<file path="src/rtl/wstat_gen.sv">
module wstat_gen #(
  parameter int DW       = 16,
  parameter int POLL_BIT = 7,
  parameter int TOG_BIT  = 6,
  parameter int SUS_BIT  = 2
) (
  input  logic          clk,
  input  logic          rst_n,
  input  logic          busy_i,
  input  logic          op_erase_i,
  input  logic          susp_i,
  input  logic          rd_stb_i,
  input  logic          rd_in_susp_i,
  input  logic          prog_b7_i,
  input  logic [DW-1:0] arr_data_i,
  output logic [DW-1:0] rd_data_o
);

  logic busy_q, cap_b7, cap_erase, tog6, tog2;

  wire sus_hit  = susp_i & rd_in_susp_i;
  wire eff_b7   = busy_q ? cap_b7 : prog_b7_i;
  wire eff_er   = busy_q ? cap_erase : op_erase_i;
  wire poll_bit = eff_er ? 1'b0 : ~eff_b7;

  always_ff @(posedge clk) begin
    if (!rst_n) begin
      busy_q    <= 1'b0;
      cap_b7    <= 1'b0;
      cap_erase <= 1'b0;
      tog6      <= 1'b0;
      tog2      <= 1'b0;
    end else begin
      busy_q <= busy_i;
      if (!busy_q) begin
        cap_b7    <= prog_b7_i;
        cap_erase <= op_erase_i;
      end
      if (!busy_i)                     tog6 <= 1'b0;
      else if (rd_stb_i && !sus_hit)   tog6 <= ~tog6;
      if (!susp_i)                     tog2 <= 1'b0;
      else if (rd_stb_i && sus_hit)    tog2 <= ~tog2;
    end
  end

  always_comb begin
    rd_data_o = arr_data_i;
    if (sus_hit) begin
      rd_data_o[TOG_BIT] = 1'b1;
      rd_data_o[SUS_BIT] = tog2;
    end else if (busy_i) begin
      rd_data_o[POLL_BIT] = poll_bit;
      rd_data_o[TOG_BIT]  = tog6;
    end
  end

endmodule

</file>
<file path="config.mk">
export PLATFORM = sky130hd
export DESIGN_NAME = wstat_gen
export DESIGN_NICKNAME = d
export VERILOG_FILES = /design/src/rtl/wstat_gen.sv
export SDC_FILE = /design/constraint.sdc
export NUM_CORES = 1
export LEC_CHECK = 0
export BUFFER_PORTS_ARGS = -buffer_cell sky130_fd_sc_hd__buf_2
export CAP_MARGIN = 5
export CORE_AREA = 5 5 42 44
export CTS_CLUSTER_SIZE = 12
export DETAILED_ROUTE_END_ITERATION = 7
export DIE_AREA = 0 0 47 49
export MAX_ROUTING_LAYER = met4
export PLACE_DENSITY = 0.66
export SYNTH_ARGS = -nofsm -noshare
export SYNTH_HDL_FRONTEND = slang
export SYNTH_SLANG_ARGS = --single-unit
</file>
<file path="constraint.sdc">
create_clock -name clk -period 1.8 [get_ports clk]
set_input_delay 0.45 -clock clk [delete_from_list [all_inputs] [get_ports clk]]
set_output_delay 0.45 -clock clk [all_outputs]
set_load 0.05 [all_outputs]
</file>
After elaboration in Yosys (flattened, before gate mapping)
Index checks and enable logic that the tools add are counted.

word-level totals
  input bits = 24
  word-level logic and storage cells = 21
  register bits = 5
  output and inout port bits = 16

operators by class
  muxes and demuxes = 7
  bitwise logic cells = 4
  reductions and logical operators = 5

operator list
  kind               number
  $mux 1             6
  $reduce_and 2->1   2
  $not 1->1          3
  $logic_and 1x1->1  2
  $mux 2             1
  $and 1x1->1        1
  $logic_not 1->1    1

Depth between registers and ports, before layout
  word-level depth = 5
  mapped depth = 3
  mapped depth without buffers = 3

Least setup slack after synthesis
OpenSTA, ideal clock, no wires.

  path type = input-to-output
  start = input prog_b7_i
  end = output rd_data_o[7]
  data required time = 1350 ps
  path buffers = 0
  cell stages on the path = 3
  slack = -152 ps
  arrival = 1502 ps
  cell sequence = nor3_1 a21oi_1 a31oi_1

between the ends
  word-level cells in the longest chain between the ends = 5

ends and longest elaborated chain
  item             RTL line  source
  start, declared  14        input logic prog_b7_i,
  $mux 1           n/a
  $not 1->1        24        wire poll_bit = eff_er ? 1'b0 : ~eff_b7;
  $mux 1           24
  $mux 2           51        end else if (busy_i) begin
  $mux 1           48        if (sus_hit) begin
  end, declared    16        output logic [DW-1:0] rd_data_o

Every way passes these cells.

Worst setup path after layout
  start = register busy_q
  end = output rd_data_o[7]

between the ends
  word-level cells in the longest chain between the ends = 5
  elaborated cells between the ends (all ways) = 6
  those cells by class = 5 x mux; 1 x bitwise

ends and longest elaborated chain
  item                    RTL line  source
  start, declared         19        logic busy_q, cap_b7, cap_erase, tog6, tog2;
  start signal, assigned  34        busy_q <= busy_i;
  $mux 1                  n/a
  $not 1->1               24
  $mux 1 (*)              24
  $mux 2 (*)              51
  $mux 1 (*)              48

Mark *: on every way between the ends. The rest lies on a longest branch, timed or not.

==> run_results.csv <==
group,metric,value,unit
clock_tree,numCtsBuffers,3,
die,die_area,2300,µm²
timing,worst_pin_slew,0.249,ns
yosys,yosysWarningCount,0,
critical_path,setup.worst_path.class,"flop to output pin",
yosys,synth-seq-cells,5,
cells_and_area,area_delta_synth_final,6.59,%
routing,wl_per_cell,10.2,µm
critical_path,crit_chain,"nor3_1 -> a21oi_1 -> a31oi_2 -> clkbuf_4",
hold_path,min_from,"rst_n",
global_routing,grt_pass1_vias,209,
clock_tree,post_cts_buffers,0,
routing,drtIter0Drc,1,
critical_path,path_depth,4,
critical_path,path_max_fanout,4,
critical_path,crit_arrival,1.24,ns
placed_design,place.gp.congestion,0.577,
timing,final.period_utilization,94.0,%
yosys,syn_area,342,µm²
yosys,syn_nets,62,
clock_tree,cts_root_buf,"clkbuf_4",
clock_tree,cts.sinks,5,
clock_tree,cts-resized-gates,0,
clock_tree,cts_tree,"built",
die,rows,14,
clock_tree,hold_buffers,0,
cells_and_area,drive_gt1_share,47.6,%
routing,drt_wl_total,589,µm
yosys,seq_area_frac_synth,29.3,%
routing,num_vias,241,
yosys,synth_cells,38,
clock_tree,clk_latency,0.23,ns
clock_tree,clockBufferDepth,2,
critical_path,start_kind,"flop",
cells_and_area,diodes,0,
clock_tree,clkTransAtPathRegs,0.04,ns
power_and_ir_drop,leakage,0.175,nW
critical_path,rr_worst_depth,2,
cells_and_area,nNetsFinal,67,
critical_path,r2r_start,"busy_q",
power_and_ir_drop,cellPowerDensity,864,nW/µm²
routing,postRouteAntennaNets,0,
routing,drt_drc_violations_left,0,
placed_design,place.port_buffers,13,
timing,max_freq,591,MHz
yosys,synth_cell_type_count,16,
timing,rsz0062_at_grt,"false",
die,start_util,24.4,%
global_routing,antenna_found_initial,0,
timing,skew,0.000109,ns
global_routing,grt-ovfl-total,0,
die,die_h,49,µm
placed_design,dp_hpwl,520,µm
yosys,postSynthAreaPerCell,8.99,µm²
job,max_cap_viol_count,0,
critical_path,slowest_delay,0.34,ns
critical_path,cp-end-kind,"output pin",
global_routing,grt_max_degree,5,
timing,finalHoldViolCount,0,
run_status,outcome,"complete, no violations",
critical_path,path_delay_family,"flip-flops",
die,core-area,1400,µm²
critical_path,cp.required,1.35,ns
critical_path,r2r-end,"cap_b7",
critical_path,crit_path_top_delay_cell,"dfxtp_1",
placed_design,place_area,335,µm²
hold_path,hold_depth,2,
routing,vias_per_cell,4.16,
critical_path,r2r_slack,1.03,ns
timing,slew_viol_final,0,
critical_path,critPathBufInv,1,
timing,finalSetupViolCount,0,
die,ioPinCount,40,
global_routing,grt_first_pass_wirelength,807,µm
power_and_ir_drop,ir_drop,0.000137,V
timing,tns,0,ns
die,die_x,47,µm
hold_path,min_to,"cap_b7",
routing,drt_pre_antenna_iters,2,
cells_and_area,design_area,364,µm²
clock_tree,h-tree-depth,1,
timing,worst_hold_slack,0.466,ns
hold_path,hold_path.class,"input port to flop",
global_routing,grt_use_total,5.78,%
timing,slew_headroom,83.5,%
timing,timing.final.crit_period,1.69,ns
-- flip-flops by register name, summed over array words and instances (netlist names) --
register,count
tog2,1
tog6,1
busy_q,1
cap_erase,1
cap_b7,1
-- per-layer routing --
| layer | global-route usage, % | vias up | wire (µm) |
|---|---|---|---|
| met3 | 1.48 | 2 | 94 |
| li1 | - | 120 | - |
| met1 | 4.19 | 107 | 176 |
| met2 | 8.14 | 12 | 290 |
| met5 | - | - | 0 |
| met4 | 9.68 | 0 | 28 |
-- worst reg2reg max path: cells and delay by family, from the launching register on --
kind	cells	cell delay [ns]
simple gates	1	0.06
flops	1	0.39
mux	1	0.21
-- layout make-up --
cell class	instances	area, µm²
clock buffer	4	26.3
timing repair buffer	13	67.6
sequential	5	100
multi-input combinational	20	150
fill	160	1040
tap	16	20.0
-- report_power, final --
| group | leakage, nW | internal [mW] | switching (mW) |
|---|---|---|---|
| Combinational | 0.118 | 0.0291 | 0.0403 |
| Sequential | 0.0413 | 0.117 | 0.00422 |
| Clock | 0.0150 | 0.0835 | 0.0403 |
-- Yosys cell counts, drive strengths merged --
library cell / number / area, µm²
xnor2: 1 / 8.76
and3: 1 / 6.26
mux2: 1 / 15.0
mux2i: 3 / 30.0
nor2: 1 / 3.75
dfxtp: 5 / 100
buf: 13 / 97.6
a21oi: 2 / 10.0
and2: 2 / 12.5
nor3: 1 / 5.00
nor2b: 2 / 12.5
nand2: 3 / 13.8
a21boi: 1 / 11.3
a31oi: 1 / 6.26
xor2: 1 / 8.76
-- cells in the final DEF, fill, tap and decap left out --
cell and count:
mux2_4 1, and2_1 2, mux2i_1 3, buf_2 12, xor2_1 1, nor2_1 1, nand2_1 2, and3_1 1
nor2b_1 2, a21oi_1 2, nor3_1 1, clkbuf_1 1, a21boi_2 1, a31oi_2 1, dfxtp_1 5, clkbuf_4 4
xnor2_1 1, nand2_2 1
-- worst max-delay path by stage --
stage | startpoint | to | slack, ns
floorplan | prog_b7_i | rd_data_o[7] | 0.10
global route | busy_q | rd_data_o[7] | 0.008
global placement | prog_b7_i | rd_data_o[7] | 0.11
detailed placement | prog_b7_i | rd_data_o[7] | 0.1
finish | busy_q | rd_data_o[7] | 0.11
CTS | busy_q | rd_data_o[7] | 0.06
-- metrics by stage --
step	instances	total power, mW	utilization (%)	worst slack, ns
2_1_floorplan	38	0.247	-	0.101
3_5_place_dp	54	0.193	23.9	0.0989
6_report	58	0.315	26.0	0.108
5_1_grt	58	0.336	26.0	0.00819
3_3_place_gp	54	0.191	23.9	0.111
4_1_cts	58	0.321	25.8	0.0604
-- kinds of logic (layout without fill, tap and decap cells) --
logic type,count (synthesis),count (layout),share of synthesized area [%]
and+or+nand+nor,10,10,15.8
muxes,4,4,13.2
AOI/OAI and AO/OA,4,4,8.06
DFF,5,5,29.3
buffers and inverters,13,17,28.6
xor gates and xnor gates,2,2,5.13
Note: power is estimated with default switching activity, not from simulation.
